===== src/rtl/cmd_dispatch_pkg.sv =====
package cmd_dispatch_pkg;
  typedef struct packed {
    logic busy;
    logic drq;
    logic err;
  } dev_stat_t;

  function automatic logic dev_quiet(input dev_stat_t s);
    return !s.busy && !s.drq;
  endfunction

  function automatic logic dev_clean(input dev_stat_t s);
    return !s.busy && !s.drq && !s.err;
  endfunction
endpackage


===== src/rtl/slot_pick.sv =====
module slot_pick #(
  parameter int NUM_SLOTS = 32,
  parameter int SLOT_W    = 5
) (
  input  logic [NUM_SLOTS-1:0] vec,
  output logic                 found,
  output logic [SLOT_W-1:0]    idx
);
  logic [NUM_SLOTS:0]   seen;
  logic [NUM_SLOTS-1:0] first;

  assign seen[0] = 1'b0;

  for (genvar i = 0; i < NUM_SLOTS; i++) begin : g_chain
    assign seen[i+1] = seen[i] | vec[i];
    assign first[i]  = vec[i] & ~seen[i];
  end

  assign found = seen[NUM_SLOTS];

  always_comb begin
    idx = '0;
    for (int k = 0; k < NUM_SLOTS; k++) begin
      if (first[k]) idx = idx | SLOT_W'(k);
    end
  end

  // exactly one winner whenever any bit is set
  always_comb begin
    if (found) begin
      assert_single_pick_R2: assert ($onehot(first));
    end
  end
endmodule


===== src/rtl/busy_tracker.sv =====
module busy_tracker
  import cmd_dispatch_pkg::*;
#(
  parameter int NUM_SLOTS = 32,
  parameter int SLOT_W    = 5
) (
  input  logic                 clk,
  input  logic                 rst,
  input  logic                 port_reset,
  input  logic                 fire,
  input  logic [SLOT_W-1:0]    fire_slot,
  input  logic                 cmd_done,
  input  dev_stat_t            stat,
  output logic [SLOT_W:0]      busy_slot,
  output logic                 busy_ok,
  output logic                 done_acc,
  output logic [NUM_SLOTS-1:0] clr_bits,
  output logic [NUM_SLOTS-1:0] clr_mask
);
  localparam int BW = SLOT_W + 1;
  localparam logic [BW-1:0] IDLE = '1;

  logic in_range;

  if (NUM_SLOTS == (1 << SLOT_W)) begin : g_full
    assign in_range = 1'b1;
  end else begin : g_part
    assign in_range = ({1'b0, busy_slot[SLOT_W-1:0]} < BW'(NUM_SLOTS));
  end

  assign busy_ok  = !busy_slot[BW-1] && in_range;
  assign done_acc = cmd_done && busy_ok;
  assign clr_bits = (done_acc && dev_clean(stat))
                    ? (NUM_SLOTS'(1) << busy_slot[SLOT_W-1:0]) : '0;

  always_ff @(posedge clk) begin
    if (rst || port_reset) begin
      busy_slot <= IDLE;
      clr_mask  <= '0;
    end else begin
      clr_mask <= clr_bits;
      if (done_acc)  busy_slot <= IDLE;
      else if (fire) busy_slot <= {1'b0, fire_slot};
    end
  end

  // an invalid slot is always the all-ones code
  assert_busy_enc_R4: assert property (@(posedge clk) disable iff (rst)
    busy_slot[BW-1] |-> (&busy_slot));

  // a clear pulse only follows a busy slot
  assert_clr_needs_busy_R5: assert property (@(posedge clk) disable iff (rst)
    (|clr_mask) |-> $past(busy_ok));

  // clear mask never names more than one slot
  assert_clr_onehot_R5: assert property (@(posedge clk) disable iff (rst)
    $onehot0(clr_mask));
endmodule


===== src/rtl/scan_sched.sv =====
module scan_sched (
  input  logic clk,
  input  logic rst,
  input  logic port_reset,
  input  logic set_req,
  input  logic fire,
  input  logic drop,
  output logic scan_req
);
  always_ff @(posedge clk) begin
    if (rst || port_reset)   scan_req <= 1'b0;
    else if (set_req)        scan_req <= 1'b1;
    else if (fire || drop)   scan_req <= 1'b0;
  end

  // a scan request raised outside a reset is held
  assert_req_raise_R8: assert property (@(posedge clk) disable iff (rst)
    (set_req && !port_reset) |=> scan_req);
endmodule


===== src/rtl/cmd_slot_dispatcher.sv =====
module cmd_slot_dispatcher
  import cmd_dispatch_pkg::*;
#(
  parameter int NUM_SLOTS = 32,
  localparam int SLOT_W = $clog2(NUM_SLOTS)
) (
  input  logic                 clk,
  input  logic                 rst,
  input  logic                 port_reset,
  input  logic                 start_en,
  input  logic [NUM_SLOTS-1:0] issue_vec,
  input  logic                 dev_busy,
  input  logic                 dev_drq,
  input  logic                 dev_err,
  input  logic                 cmd_done,
  output logic                 disp_valid,
  output logic [SLOT_W-1:0]    disp_slot,
  output logic [SLOT_W:0]      busy_slot,
  output logic [NUM_SLOTS-1:0] clr_mask
);
  dev_stat_t stat;
  assign stat = '{busy: dev_busy, drq: dev_drq, err: dev_err};

  logic [NUM_SLOTS-1:0] issue_prev;
  logic [NUM_SLOTS-1:0] clr_bits;
  logic                 pick_found;
  logic [SLOT_W-1:0]    pick_idx;
  logic                 busy_ok, done_acc, scan_req;
  logic                 fire, drop, rescan, new_any, set_req;

  slot_pick #(.NUM_SLOTS(NUM_SLOTS), .SLOT_W(SLOT_W)) u_pick (
    .vec   (issue_vec),
    .found (pick_found),
    .idx   (pick_idx)
  );

  assign fire = scan_req && !busy_ok && start_en && pick_found && dev_quiet(stat);
  assign drop = scan_req && !busy_ok && (!start_en || !pick_found);

  busy_tracker #(.NUM_SLOTS(NUM_SLOTS), .SLOT_W(SLOT_W)) u_track (
    .clk       (clk),
    .rst       (rst),
    .port_reset(port_reset),
    .fire      (fire),
    .fire_slot (pick_idx),
    .cmd_done  (cmd_done),
    .stat      (stat),
    .busy_slot (busy_slot),
    .busy_ok   (busy_ok),
    .done_acc  (done_acc),
    .clr_bits  (clr_bits),
    .clr_mask  (clr_mask)
  );

  assign new_any = |(issue_vec & ~issue_prev);
  assign rescan  = done_acc && !dev_err && (|(issue_vec & ~clr_bits));
  assign set_req = new_any || rescan;

  scan_sched u_sched (
    .clk       (clk),
    .rst       (rst),
    .port_reset(port_reset),
    .set_req   (set_req),
    .fire      (fire),
    .drop      (drop),
    .scan_req  (scan_req)
  );

  always_ff @(posedge clk) begin
    if (rst) issue_prev <= '0;
    else     issue_prev <= issue_vec;
  end

  always_ff @(posedge clk) begin
    if (rst || port_reset) begin
      disp_valid <= 1'b0;
      disp_slot  <= '0;
    end else begin
      disp_valid <= fire;
      if (fire) disp_slot <= pick_idx;
    end
  end

  // dispatch only with start set and work present
  assert_disp_work_R1: assert property (@(posedge clk) disable iff (rst)
    disp_valid |-> ($past(start_en) && $past(|issue_vec)));

  // no dispatch while the device is busy or requesting data
  assert_disp_quiet_R3: assert property (@(posedge clk) disable iff (rst)
    disp_valid |-> ($past(!dev_busy) && $past(!dev_drq)));

  // the dispatch strobe lasts one cycle
  assert_disp_pulse_R11: assert property (@(posedge clk) disable iff (rst)
    disp_valid |=> !disp_valid);

  // the recorded busy slot matches the dispatched slot
  assert_disp_match_R11: assert property (@(posedge clk) disable iff (rst)
    disp_valid |-> (busy_slot == {1'b0, disp_slot}));

  // a new dispatch never overlaps a slot in flight
  assert_one_busy_R9: assert property (@(posedge clk) disable iff (rst)
    (disp_valid && !$past(port_reset)) |-> $past(busy_slot[SLOT_W]));
endmodule


===== config.mk =====
export PLATFORM = sky130hd
export DESIGN_NAME = cmd_slot_dispatcher
export DESIGN_NICKNAME = d
export VERILOG_FILES = /design/src/rtl/cmd_dispatch_pkg.sv /design/src/rtl/slot_pick.sv /design/src/rtl/busy_tracker.sv /design/src/rtl/scan_sched.sv /design/src/rtl/cmd_slot_dispatcher.sv
export SDC_FILE = /design/constraint.sdc
export NUM_CORES = 1
export LEC_CHECK = 0
export ABC_AREA = 1
export BUFFER_PORTS_ARGS = -buffer_cell sky130_fd_sc_hd__buf_4
export CORE_UTILIZATION = 40
export DETAILED_ROUTE_END_ITERATION = 10
export GPL_ROUTABILITY_DRIVEN = 0
export PLACE_DENSITY = 0.6
export SYNTH_ARGS = -nofsm -noshare
export SYNTH_HDL_FRONTEND = slang
export SYNTH_SLANG_ARGS = --single-unit
export TNS_END_PERCENT = 100

===== constraint.sdc =====
create_clock -name clk -period 2.64 [get_ports clk]
set_input_delay 0.264 -clock clk [delete_from_list [all_inputs] [get_ports clk]]
set_output_delay 0.264 -clock clk [all_outputs]
set_load 0.02 [all_outputs]

==> results of run 1 <==
==> final timing paths <==
path,cells after the start,slack [ns],start,to
worst max-delay path,15,0.32,u_track.busy_slot[5],u_sched.scan_req
worst min-delay path,3,0.18,issue_vec[1],issue_prev[1]
worst max register to register,15,0.32,u_track.busy_slot[5],u_sched.scan_req
worst min register to register,2,0.48,u_sched.scan_req,u_sched.scan_req
==> cells in the mapped netlist, types with 9 or more instances <==
cell      instances
nor2_1           72
clkbuf_1         15
a21oi_1          18
o21ai_0          22
dfxtp_1          77
nor3_1           30
nand4_1          17
o22ai_1          15
nor4_1            9
inv_1            44
nand3_1          21
nand2_1          47
==> kinds of logic after synthesis <==
logic type,share of synthesized area [%]
flip-flops,46.5
AND/OR/NAND/NOR,33.8
AO/OA/AOI/OAI,12.5
buffers and inverters,7.25
==> metrics by stage <==
stage	setup slack (ns)	util (%)	power, mW	cell area [um^2]
5_1_grt	0.0429	55.2	2.42	4350
4_1_cts	0.270	55.1	2.34	4340
6_report	0.323	55.2	2.32	4350
2_1_floorplan	0.415	-	1.33	3310
3_3_place_gp	0.120	52.4	1.43	4140
3_5_place_dp	0.0920	52.4	1.43	4140
==> sequential cells by signal, summed over array words and instances, names as in the netlist <==
signal,flops
disp_slot,5
disp_valid,1
issue_prev,32
u_sched.scan_req,1
u_track.busy_slot,6
u_track.clr_mask,32
==> routing by layer <==
metal	vias up	routed length (um)
met5	-	0
met4	0	158
met3	12	616
met2	107	4270
li1	1643	-
met1	1457	4310
==> layout make-up <==
type                    instances  area share (%)
flip-flops and latches         77            35.4
well taps                     102            2.93
multi-input cells             286            35.4
repair buffers                102            17.6
clock inverters                 7            1.93
inverters                      45            3.88
clock buffers                   9            2.84
==> repair_timing <==
action,CTS,global route
setup endpoints to repair,0,1
buffers inserted,0,0
hold endpoints to repair,0,0
gates resized for setup,0,2
==> power breakdown <==
group	leakage (nW)	internal [mW]	total (mW)	switching, mW
Sequential	0.630	1.19	1.20	0.00873
Combinational	1.19	0.0794	0.205	0.125
Clock	0.102	0.451	0.921	0.471
Total	1.92	1.72	2.32	0.605
==> worst max-delay path: stages, from the launching register on <==
cell	delay (ns)
dfxtp_1	0.32
inv_1	0.05
nand2_1	0.09
nor2_2	0.15
nand2_1	0.08
nor2_1	0.13
inv_1	0.08
buf_4	0.14
buf_4	0.15
o21ai_0	0.15
nand2_1	0.07
nor4_1	0.20
nand3_1	0.14
o41ai_2	0.21
a21oi_1	0.11
o21bai_1	0.16
==> flow_summary.yaml, run 1 <==
status:
  outcome: "finished, final reports clean"
floorplanning:
  die_y_um: 93.0
  core_area_um2: 7890
  fp-row-count: 32
  start_util_pct: 42.0
  die_w_um: 93.0
  die-area_um2: 8650
  io_pins: 84
placement:
  numPortBuffers: 83
  dp_hpwl_mm: 7.31
  dp.cells: 612
timing:
  final_max_slew_viol_count: 0
  finalCritPeriodShare_pct: 87.8
  fmax_mhz: 432
  fin_crit_ns: 2.32
  rsz0062_at_grt: "no"
  setup_tns_ns: 0
  fin_skew_ns: 0.00844
  hold_violations: 0
  tightest_slew_ns: 0.500
  setup_viol: 0
  whs_ns: 0.175
  maxSlewHeadroom_pct: 66.4
final_layout:
  register_area_um2: 1540
  nets: 561
  areaGrowthSynthToFinish_pct: 31.4
  drive_above_1_share_pct: 26.6
  final_common_cell: "buf_4"
  finalNonFillerCells: 628
  multi_input_area_um2: 1540
  fillers: 787
  final_cell_mix: "buf_4 (102), dfxtp_1 (77), nor2_1 (71)"
  n_antenna_cell: 0
grt:
  grt_overflow: 0
  grt_usage_pct: 23.5
  grt_busiest_layer: "met2"
  grt_max_degree: 34
  grt_util_met3_pct: 5.12
  antenna_found_initial: 0
  grt_pass1_vias: 3093
  grt_util_met1_pct: 31.2
  grt_pass1_wl_mm: 15.6
  met2_usage_pct: 37.4
pwr:
  power_density_nw_per_um2: 534
  peakVddDrop_uv: 293
  p_leak_nw: 1.92
detailed_routing:
  wire_per_inst_um: 14.9
  drt_iter0_drc: 267
  viasPerCell: 5.13
  num_vias: 3219
  first_pass_iters: 4
  ant_nets: 0
  wl_mm: 9.36
  drc_errors: 0
cts:
  cts_buffers: 9
  clock_latency_ns: 0.36
  root_buffer: "clkbuf_8"
  numClockSinks: 77
  path_clk_slew_ns: 0.09
  hold_buffers: 0
  cts_tree: "done"
  htreeDepth: 3
  cts_buffer_depth: 2
critical_path:
  required_ns: 2.90
  criticalPathCategory: "reg -> reg"
  cp_max_fo: 9
  startpoint_type: "flop"
  arrival_ns: 2.57
  crit_path_end_kind: "flop"
logic_synthesis:
  postSynthAreaPerCell_um2: 7.82
  seq_area_frac_synth_pct: 46.5
  yosys.area.top_type_share_pct: 46.5
  yosys.area.top_type: "dfxtp_1"
  synth_seq_cells: 77
  syn-num-nets: 464
  synth_area_leaders: "dfxtp_1 (47%), nor2_1 (8.2%), nand2_1 (5.3%), inv_1 (5.0%), nor3_1 (4.5%)"
  yosysWarnings: 0
  synth_edf_count: 0
  netlist_instances: 424
  synthArstFlopShare_pct: 0
  synth.distinct_cells: 34
  syn_area_um2: 3310
  synthFlopType: "dfxtp_1"
run:
  max-cap-violations: 0
worst_hold_path:
  hp-class: "in -> reg"
No activity file was read; power rests on OpenSTA's default activity.
==> run 2, diff against run 1 <==
RECOVER_POWER = 50   (was default)
==> flow_summary.yaml, run 2 (synthesis gave the netlist of run 1 again) <==
pwr:
  power_density_nw_per_um2: 547
  peakVddDrop_uv: 292
  p_leak_nw: 1.80
final_layout:
  n_antenna_cell: 0
  register_area_um2: 1540
  fillers: 816
  top_regs: "issue_prev x32, u_track.clr_mask x32, u_track.busy_slot x6"
  drive_above_1_share_pct: 21.1
  nets: 561
  areaGrowthSynthToFinish_pct: 28.1
  finalNonFillerCells: 628
  multi_input_area_um2: 1540
  final_cell_mix: "dfxtp_1 (77), buf_4 (73), nor2_1 (71)"
  final_common_cell: "dfxtp_1"
placement:
  numPortBuffers: 83
  dp.cells: 612
  dp_hpwl_mm: 7.31
timing:
  fin_crit_ns: 2.34
  hold_violations: 0
  setup_tns_ns: 0
  maxSlewHeadroom_pct: 2.68
  final_max_slew_viol_count: 0
  fmax_mhz: 427
  fin_skew_ns: 0.00753
  tightest_slew_ns: 1.46
  rsz0062_at_grt: "no"
  finalCritPeriodShare_pct: 88.8
  setup_viol: 0
grt:
  grt_max_degree: 34
  grt_overflow: 0
  grt_util_met3_pct: 5.12
  met2_usage_pct: 37.4
  grt_busiest_layer: "met2"
  grt_pass1_wl_mm: 15.6
  antenna_found_initial: 0
  grt_util_met1_pct: 31.2
  grt_pass1_vias: 3093
  grt_usage_pct: 23.5
cts:
  post_cts_buffers: 0
  root_buffer: "clkbuf_8"
  numClockSinks: 77
  clock_latency_ns: 0.36
  htreeDepth: 3
  cts_buffer_depth: 2
  path_clk_slew_ns: 0.08
  cts_buffers: 9
  cts_tree: "done"
critical_path:
  critPathMostFrequentCell: "nand2_1"
  arrival_ns: 2.60
  startpoint_type: "flop"
  critPathSlowestCell: "dfxtp_1"
  required_ns: 2.89
  cp_max_fo: 9
  path_cells: "inv_1 -> nand2_1 -> nor2_2 -> nand2_1 -> nor2_1 -> inv_1 -> buf_4 -> buf_4 -> o21ai_0 -> nand2_1 -> nor4_1 -> nand3_1 -> o41ai_2 -> a21oi_1 -> o21bai_1"
  slowest_delay_ns: 0.32
  criticalPathCategory: "reg -> reg"
  crit_path_end_kind: "flop"
run:
  max-cap-violations: 0
floorplanning:
  start_util_pct: 42.0
  die_y_um: 93.0
  core_area_um2: 7890
  io_pins: 84
  die-area_um2: 8650
  fp-row-count: 32
  die_w_um: 93.0
detailed_routing:
  wl_mm: 9.40
  viasPerCell: 5.19
  first_pass_iters: 5
  num_vias: 3257
  drt_iter0_drc: 305
  drc_errors: 0
  ant_nets: 0
  wire_per_inst_um: 15.0
worst_hold_path:
  hp-class: "in -> reg"
status:
  outcome: "finished, final reports clean"
[run 2: changes by cell type in the layout (fill, tap and decap cells not counted), sizes merged]
cell    change
buf        -29
clkbuf     +29
[run 2: final cells by class]
class | count | area share [%]
well taps | 102 | 3.01
inverters | 45 | 3.98
clock buffers | 9 | 2.92
repair buffers | 102 | 15.5
multi-input cells | 286 | 36.3
clock inverters | 7 | 1.97
flip-flops and latches | 77 | 36.3
[run 2: where the power goes]
part	internal [mW]	switching, mW	leakage [nW]
combinational	0.0792	0.126	1.07
clock	0.451	0.468	0.102
sequential	1.19	0.00873	0.630
[run 2: stage by stage]
step	hold WS, ns	power (mW)	util [%]	cell area [um^2]	setup slack, ns
final	0.178	2.32	53.8	4250	0.297
after global routing	0.188	2.42	53.8	4250	0.0415
after CTS	0.163	2.34	55.1	4340	0.270
after detailed placement	0.455	1.43	52.4	4140	0.0920
after global placement	0.463	1.43	52.4	4140	0.120
after floorplan	0.389	1.33	-	3310	0.415
[run 2: critical path: cells and delay by family, from the launching register on]
kind	cells	cell delay, ns
flip-flops	1	0.32
AND/OR/NAND/NOR	7	0.88
buffers and inverters	4	0.42
AO/OA/AOI/OAI	4	0.63
[run 2: worst paths after layout]
kind	end	depth (start not counted)	from	slack [ns]
setup / recovery	u_sched.scan_req	15	u_track.busy_slot[5]	0.30
setup reg to reg	u_sched.scan_req	15	u_track.busy_slot[5]	0.30
hold / removal	issue_prev[1]	3	issue_vec[1]	0.18
hold reg to reg	disp_slot[2]	2	disp_slot[2]	0.48
[run 2: routing by layer]
metal,vias to the layer above,wire [um]
met5,-,0
met4,0,161
met3,14,696
met2,128,4260
met1,1469,4280
li1,1646,-
[run 2: repair_timing]
| action | CTS | global route |
|---|---|---|
| hold buffers | 0 | 0 |
| gates resized for setup | 0 | 2 |
| endpoints found under the setup margin | 0 | 1 |
